==> src/rtl/msu_pkg.sv <==
// Shared types for the serial min-sum check unit.
// Assumes nothing beyond the two operating phases of one row.
package msu_pkg;

    // Row phase: taking edges in, or sending results out
    typedef enum logic {
        ST_COLLECT = 1'b0,
        ST_EMIT    = 1'b1
    } msu_state_e;

endpackage

==> src/rtl/msu_edge_buf.sv <==
// Row buffer holding the intermediate value of every edge of the current row.
// Written during collection, read by index during emission. Assumes one write
// per cycle at most and an index below DEPTH. Contents need no reset.
module msu_edge_buf #(
    parameter int W     = 6,
    parameter int DEPTH = 16,
    parameter int IDX_W = 4
) (
    input  logic             clk,
    input  logic             wr_en,
    input  logic [IDX_W-1:0] wr_idx,
    input  logic [W-1:0]     wr_data,
    input  logic [IDX_W-1:0] rd_idx,
    output logic [W-1:0]     rd_data
);

    logic [W-1:0] mem [DEPTH];

    // One storage word per edge slot, each with its own write decode
    for (genvar g = 0; g < DEPTH; g++) begin : g_slot
        always_ff @(posedge clk) begin
            if (wr_en && (wr_idx == IDX_W'(g))) mem[g] <= wr_data;
        end
    end

    // Asynchronous read of the selected slot
    always_comb rd_data = mem[rd_idx];

endmodule

==> src/rtl/msu_min_track.sv <==
// First-pass tracker: keeps the smallest and second smallest magnitude seen in
// the row, the index of the smallest, and the XOR of all signs. Assumes that
// magnitudes fit MAG_W bits. A restart marks the current edge as the row's first,
// so that edge is folded into cleared state.
module msu_min_track #(
    parameter int MAG_W = 5,
    parameter int IDX_W = 4
) (
    input  logic             clk,
    input  logic             rst_n,
    input  logic             upd,
    input  logic             restart,
    input  logic [MAG_W-1:0] mag,
    input  logic             sgn,
    input  logic [IDX_W-1:0] idx,
    output logic [MAG_W-1:0] min1,
    output logic [MAG_W-1:0] min2,
    output logic [IDX_W-1:0] min_idx,
    output logic             parity
);

    localparam logic [MAG_W-1:0] MAG_TOP = '1;

    logic [MAG_W-1:0] b_min1, b_min2;
    logic [IDX_W-1:0] b_idx;
    logic             b_par;

    // Starting point for this edge: cleared on restart, else the running state
    always_comb begin
        b_min1 = restart ? MAG_TOP : min1;
        b_min2 = restart ? MAG_TOP : min2;
        b_idx  = restart ? '0      : min_idx;
        b_par  = restart ? 1'b0    : parity;
    end

    // Fold one edge into the running minima and sign parity
    always_ff @(posedge clk) begin
        if (!rst_n) begin
            min1    <= MAG_TOP;
            min2    <= MAG_TOP;
            min_idx <= '0;
            parity  <= 1'b0;
        end else if (upd) begin
            parity <= b_par ^ sgn;
            if (mag < b_min1) begin
                min2    <= b_min1;
                min1    <= mag;
                min_idx <= idx;
            end else begin
                min1    <= b_min1;
                min_idx <= b_idx;
                min2    <= (mag < b_min2) ? mag : b_min2;
            end
        end
    end

endmodule

==> src/rtl/msu_emit.sv <==
// Second-pass datapath, purely combinational: picks the excluded-minimum for
// the edge, scales it by 3/4 (m - m>>2), clips to the message range, applies
// the excluded sign, and adds the message back onto the intermediate value with
// symmetric saturation. Assumes LLR_W >= MSG_W and MAG_W = LLR_W-1.
module msu_emit #(
    parameter int LLR_W = 6,
    parameter int MSG_W = 5,
    parameter int MAG_W = 5,
    parameter int IDX_W = 4
) (
    input  logic [LLR_W-1:0] q,
    input  logic [IDX_W-1:0] idx,
    input  logic [MAG_W-1:0] min1,
    input  logic [MAG_W-1:0] min2,
    input  logic [IDX_W-1:0] min_idx,
    input  logic             parity,
    output logic [MSG_W-1:0] new_msg,
    output logic [LLR_W-1:0] new_soft
);

    localparam int MSG_MAX = (1 << (MSG_W - 1)) - 1;
    localparam int SAT_MAX = (1 << (LLR_W - 1)) - 1;
    localparam logic signed [LLR_W:0] S_HI = (LLR_W + 1)'(SAT_MAX);
    localparam logic signed [LLR_W:0] S_LO = -S_HI;

    logic [MAG_W-1:0]        mag_sel, scaled, clipped;
    logic                    neg;
    logic signed [MSG_W-1:0] r;
    logic signed [LLR_W:0]   sum;

    // Excluded minimum, normalization and clip
    always_comb begin
        mag_sel = (idx == min_idx) ? min2 : min1;
        scaled  = mag_sel - (mag_sel >> 2);
        clipped = (scaled > MAG_W'(MSG_MAX)) ? MAG_W'(MSG_MAX) : scaled;
    end

    // Excluded sign applied to the clipped magnitude
    always_comb begin
        neg     = parity ^ q[LLR_W-1];
        r       = neg ? -$signed(MSG_W'(clipped)) : $signed(MSG_W'(clipped));
        new_msg = r;
    end

    // Soft value for the next layer, saturated symmetrically
    always_comb begin
        sum = $signed({q[LLR_W-1], q}) + (LLR_W + 1)'(r);
        if (sum > S_HI)      new_soft = S_HI[LLR_W-1:0];
        else if (sum < S_LO) new_soft = S_LO[LLR_W-1:0];
        else                 new_soft = sum[LLR_W-1:0];
    end

endmodule

==> src/rtl/msu_check_row.sv <==
// Serial layered min-sum check unit (top). Collects one row of edges, forming
// soft minus old message per edge, then emits a new normalized message and an
// updated soft value per edge in arrival order. Assumes old messages are in
// -16..15 and that the caller keeps edges in row order. The row degree comes
// from a reloadable register and is latched when a row starts.
module msu_check_row #(
    parameter int LLR_W   = 6,
    parameter int MSG_W   = 5,
    parameter int MAX_DEG = 16,
    parameter int DEF_DEG = 4,
    localparam int DEG_W  = $clog2(MAX_DEG + 1),
    localparam int IDX_W  = $clog2(MAX_DEG)
) (
    input  logic             clk,
    input  logic             rst_n,
    input  logic             cfg_load,
    input  logic [DEG_W-1:0] cfg_deg,
    input  logic             in_valid,
    output logic             in_ready,
    input  logic             in_first,
    input  logic [LLR_W-1:0] in_soft,
    input  logic [MSG_W-1:0] in_msg,
    output logic             out_valid,
    output logic             out_last,
    output logic [IDX_W-1:0] out_idx,
    output logic [LLR_W-1:0] out_soft,
    output logic [MSG_W-1:0] out_msg
);
    import msu_pkg::*;

    localparam int MAG_W   = LLR_W - 1;
    localparam int SAT_MAX = (1 << (LLR_W - 1)) - 1;
    localparam logic signed [LLR_W:0] Q_HI = (LLR_W + 1)'(SAT_MAX);
    localparam logic signed [LLR_W:0] Q_LO = -Q_HI;
    localparam logic [DEG_W-1:0] DEG_MIN = DEG_W'(2);
    localparam logic [DEG_W-1:0] DEG_TOP = DEG_W'(MAX_DEG);

    msu_state_e       state;
    logic [DEG_W-1:0] deg_reg, row_deg, cnt, cur_deg, widx_ext;
    logic [IDX_W-1:0] emit_idx, widx;
    logic             accept, restart, last_in, emit_end;

    logic signed [LLR_W:0] q_wide;
    logic [LLR_W-1:0]      q_sat, q_rd;
    logic [MAG_W-1:0]      q_mag, min1, min2;
    logic [IDX_W-1:0]      min_idx;
    logic                  parity;

    // Handshake and row bookkeeping for the incoming edge
    always_comb begin
        in_ready = (state == ST_COLLECT);
        accept   = in_valid && in_ready;
        restart  = accept && (in_first || (cnt == '0));
        widx_ext = restart ? '0 : cnt;
        widx     = widx_ext[IDX_W-1:0];
        cur_deg  = restart ? deg_reg : row_deg;
        last_in  = accept && (DEG_W'(widx_ext + DEG_W'(1)) == cur_deg);
        emit_end = (state == ST_EMIT) && (DEG_W'(emit_idx) == DEG_W'(row_deg - DEG_W'(1)));
    end

    // Intermediate value: soft minus old message, saturated, and its magnitude
    always_comb begin
        q_wide = $signed({in_soft[LLR_W-1], in_soft})
               - $signed({{(LLR_W + 1 - MSG_W){in_msg[MSG_W-1]}}, in_msg});
        if (q_wide > Q_HI)      q_sat = Q_HI[LLR_W-1:0];
        else if (q_wide < Q_LO) q_sat = Q_LO[LLR_W-1:0];
        else                    q_sat = q_wide[LLR_W-1:0];
        q_mag = q_sat[LLR_W-1] ? MAG_W'(-q_sat) : q_sat[MAG_W-1:0];
    end

    // Degree register, clamped to the supported range on load
    always_ff @(posedge clk) begin
        if (!rst_n)                 deg_reg <= DEG_W'(DEF_DEG);
        else if (cfg_load) begin
            if (cfg_deg < DEG_MIN)      deg_reg <= DEG_MIN;
            else if (cfg_deg > DEG_TOP) deg_reg <= DEG_TOP;
            else                        deg_reg <= cfg_deg;
        end
    end

    // Phase control: edge count, latched row degree and emission index
    always_ff @(posedge clk) begin
        if (!rst_n) begin
            state    <= ST_COLLECT;
            cnt      <= '0;
            row_deg  <= DEG_W'(DEF_DEG);
            emit_idx <= '0;
        end else begin
            if (restart) row_deg <= deg_reg;
            if (last_in) begin
                state    <= ST_EMIT;
                cnt      <= '0;
                emit_idx <= '0;
            end else if (accept) begin
                cnt <= DEG_W'(widx_ext + DEG_W'(1));
            end
            if (state == ST_EMIT) begin
                emit_idx <= IDX_W'(emit_idx + IDX_W'(1));
                if (emit_end) state <= ST_COLLECT;
            end
        end
    end

    msu_edge_buf #(.W(LLR_W), .DEPTH(MAX_DEG), .IDX_W(IDX_W)) buf_i (
        .clk     (clk),
        .wr_en   (accept),
        .wr_idx  (widx),
        .wr_data (q_sat),
        .rd_idx  (emit_idx),
        .rd_data (q_rd)
    );

    msu_min_track #(.MAG_W(MAG_W), .IDX_W(IDX_W)) trk_i (
        .clk     (clk),
        .rst_n   (rst_n),
        .upd     (accept),
        .restart (restart),
        .mag     (q_mag),
        .sgn     (q_sat[LLR_W-1]),
        .idx     (widx),
        .min1    (min1),
        .min2    (min2),
        .min_idx (min_idx),
        .parity  (parity)
    );

    msu_emit #(.LLR_W(LLR_W), .MSG_W(MSG_W), .MAG_W(MAG_W), .IDX_W(IDX_W)) emit_i (
        .q        (q_rd),
        .idx      (emit_idx),
        .min1     (min1),
        .min2     (min2),
        .min_idx  (min_idx),
        .parity   (parity),
        .new_msg  (out_msg),
        .new_soft (out_soft)
    );

    // Result stream markers
    always_comb begin
        out_valid = (state == ST_EMIT);
        out_last  = emit_end;
        out_idx   = emit_idx;
    end

endmodule

==> config.mk <==
export PLATFORM = sky130hd
export DESIGN_NAME = msu_check_row
export DESIGN_NICKNAME = d
export VERILOG_FILES = /design/src/rtl/msu_pkg.sv /design/src/rtl/msu_edge_buf.sv /design/src/rtl/msu_min_track.sv /design/src/rtl/msu_emit.sv /design/src/rtl/msu_check_row.sv
export SDC_FILE = /design/constraint.sdc
export NUM_CORES = 1
export LEC_CHECK = 0
export ABC_AREA = 1
export CAP_MARGIN = 20
export CORE_ASPECT_RATIO = 1.1
export CORE_MARGIN = 2
export CORE_UTILIZATION = 50
export CTS_CLUSTER_DIAMETER = 150
export CTS_CLUSTER_SIZE = 20
export DETAILED_ROUTE_END_ITERATION = 12
export GPL_ROUTABILITY_DRIVEN = 0
export GPL_TIMING_DRIVEN = 0
export MAX_ROUTING_LAYER = met4
export PLACE_DENSITY = 0.75
export RECOVER_POWER = 50
export SYNTH_ARGS = -nofsm -noshare
export SYNTH_HDL_FRONTEND = slang
export SYNTH_HIERARCHICAL = 1
export SYNTH_SLANG_ARGS = --single-unit
==> constraint.sdc <==
create_clock -name clk -period 5.1 [get_ports clk]
set_input_delay 1.275 -clock clk [delete_from_list [all_inputs] [get_ports clk]]
set_output_delay 1.275 -clock clk [all_outputs]
set_load 0.02 [all_outputs]
==> results.ini <==
[finish]
syn2layout_area_growth_pct=22.9
n_fill_cell=1325
multiInputGateArea_sq_um=3800
antennaDiodeCount=0
stdcell_count=1276
layout.nets=1117
regMostFlops=buf_i/mem
ff_latch_area_sq_um=3600
fin_area_sq_um=9630
drive_gt1_share_pct=20.2
largest_reg_flops=96

[sta]
slew_viol_final=0
fmax_ghz=0.177
rsz0062_at_grt=true
setup_viol=20
finalClockSkew_ns=0.00665
fin_ws_ns=-0.565
tightest_slew_ns=0.723
hold_violations=0
max-slew-margin-rel_pct=51.7
finalCritPeriodShare_pct=111
fin_crit_ns=5.66

[floorplan]
dieWidth_um=123
initial_core_util_pct=50.6
dieArea_sq_um=16700
ioPinCount=39
coreArea_sq_um=15500
row_count=48
fp.dieH_um=135

[setup_path]
reg2reg_from=out_valid
arrival_ns=4.39
crit_start=out_idx[3]
ff2ff_path_depth=17
crit_required_ns=3.83
crit_type=flip-flop to output pin
critPathMaxFanout=7
critPathLaunchType=flip-flop
end_kind=output pin

[yosys]
ys_top_cells_by_count=273 x nand2_1, 160 x inv_1, 123 x nand3_1, 96 x edfxtp_1, 53 x nor2_1
async_flop_share_pct=0
yosys-top-cells-area=edfxtp_1 37%, nand2_1 13%, dfxtp_1 8.9%
synth_seq_cells=131
synth_edf_count=96
synth_area_sq_um=7840
synth_most_common_cell=nand2_1
synth_cell_type_count=43
ys_seq_area_share_pct=45.7
synth_fp_nets=1024
synth.top_cell.area_share_pct=36.8
ys.flop_type=edfxtp_1
synth_warnings=6
synthesis.instances=971
syn_avg_cell_area_sq_um=8.07
yosysTopAreaCell=edfxtp_1

[route]
finalWirelength_um=19800
routed_via_density=5.29
wire_per_inst_um=15.5
drc_errors=0
antenna_left=0
drtIter0Drc=664
vias=6745
firstDrtPassIters=8

[grt]
globalRouteOverflowTotal=0
grt_pass1_vias=6496
antenna_found_initial=0
grt_usage_pct=25.2
grt_pass1_wl_um=31000
grt_start_max_net_pins=26

[hold_path]
hold_path_class=flip-flop to flip-flop
min_delay_path_depth=2
holdCritStartpoint=deg_reg[3]

[cts]
htree_levels=4
cts_tree=done
cts-root-buf=clkbuf_16
cts_buffer_depth=2
clock_sinks=131
ctsHoldBuffers=0
numCtsBuffers=17
worstSkewPairLatency_ns=0.43
cts.clk_slew.worst_paths_ns=0.06

[power_and_ir_drop]
max-vdd-ir-drop_mv=0.309
powerDensity_nw_per_um2=416
p_leak_uw=0.00431

[placed_design]
dp_cells=1210
place_area_sq_um=8660
dp_slack_ns=-1.02
dp_hpwl_um=13000
port_buffers=38

[status]
violations=negative setup slack
outcome=finished with violations

[job]
cap_violations=0

## cells in the final DEF, fill, tap and decap left out, drive strengths merged, types with 21 or more instances in the layout
cell type and count:
dfxtp 35, nand3 132, buf 59, clkbuf 27, inv 162, clkdlybuf4s50 22, nand4 21, nand2 304
nor2 59, a21oi 37, ha 29, edfxtp 96
## report_power, final
group	switching [uW]	total [uW]	internal, uW	leakage (uW)
logic	981	1710	730	0.00292
registers	24.1	1250	1220	0.00115
clock network	442	1050	604	0.000241
total	1450	4000	2560	0.00431
## stage by stage
step           total power (uW)  hold WS [ns]  utilization [%]  TNS (ns)
3_5_place_dp               2650         0.461             55.9    -17.81
6_report                   4000         0.466             62.1     -4.41
2_1_floorplan              2260         0.444                -    -0.350
4_1_cts                    3830         0.470             60.8     -2.58
5_1_grt                    4200         0.487             62.1     -9.70
3_3_place_gp               2620         0.453             55.8    -17.71
## layout make-up
cell class	instances	share of cell area [%]
multi-input combinational	644	39.5
sequential	131	37.4
timing repair buffer	73	6.69
inverter	169	6.64
clock buffer	18	4.46
tap	200	2.60
buffer	27	1.91
clock inverter	13	0.741
timing repair inverter	1	0.0520
## path summary, 6_finish.rpt
path	slack [ns]	to
max	-0.56	out_soft[2]
min	0.47	deg_reg[3]
max reg2reg	2.13	cnt[0]
min reg2reg	0.47	deg_reg[3]
## kinds of logic (layout without fill, tap and decap cells)
kind of cell    count (synthesis)  after routing  synth area share (%)
compound gates                 64             64                  4.89
xor+xnor                       17             17                  1.90
fa+ha+maj                      32             32                  5.40
buf+inv                       196            301                  10.5
flops                         131            131                  45.7
mux                             1              1                 0.128
simple gates                  530            530                  31.5
## layer usage
layer / part of all wire [%] / GRT usage [%] / vias to the layer above
li1: - / - / 3319
met1: 38 / 28.4 / 3125
met2: 52 / 43.5 / 245
met3: 6.1 / 3.91 / 56
met4: 4.1 / 11.9 / 0
met5: 0 / - / -
## timing repair
action / CTS / global route
pin swaps: 31 / 17
buffers inserted: 24 / 10
endpoints found under the setup margin: 20 / 21
gates resized for setup: 58 / 44
gates cloned: 0 / 1
## critical path, stage by stage (launching register included)
cell	delay, ns
dfxtp_4	0.37
inv_2	0.04
nand2_2	0.07
nand2_4	0.07
nor2_8	0.15
nand2_8	0.09
mux2i_4	0.20
ha_4	0.18
fa_2	0.35
o211ai_1	0.32
nand2_4	0.09
nor2_4	0.13
ha_4	0.22
nand2_4	0.07
o21ai_4	0.08
fa_2	0.36
buf_4	0.14
xor2_1	0.17
nor3_1	0.19
nand3_1	0.14
a21oi_2	0.22
inv_2	0.07
nand2_2	0.08
nand2_4	0.05
buf_6	0.12
Note: power is estimated with default switching activity, not from simulation.
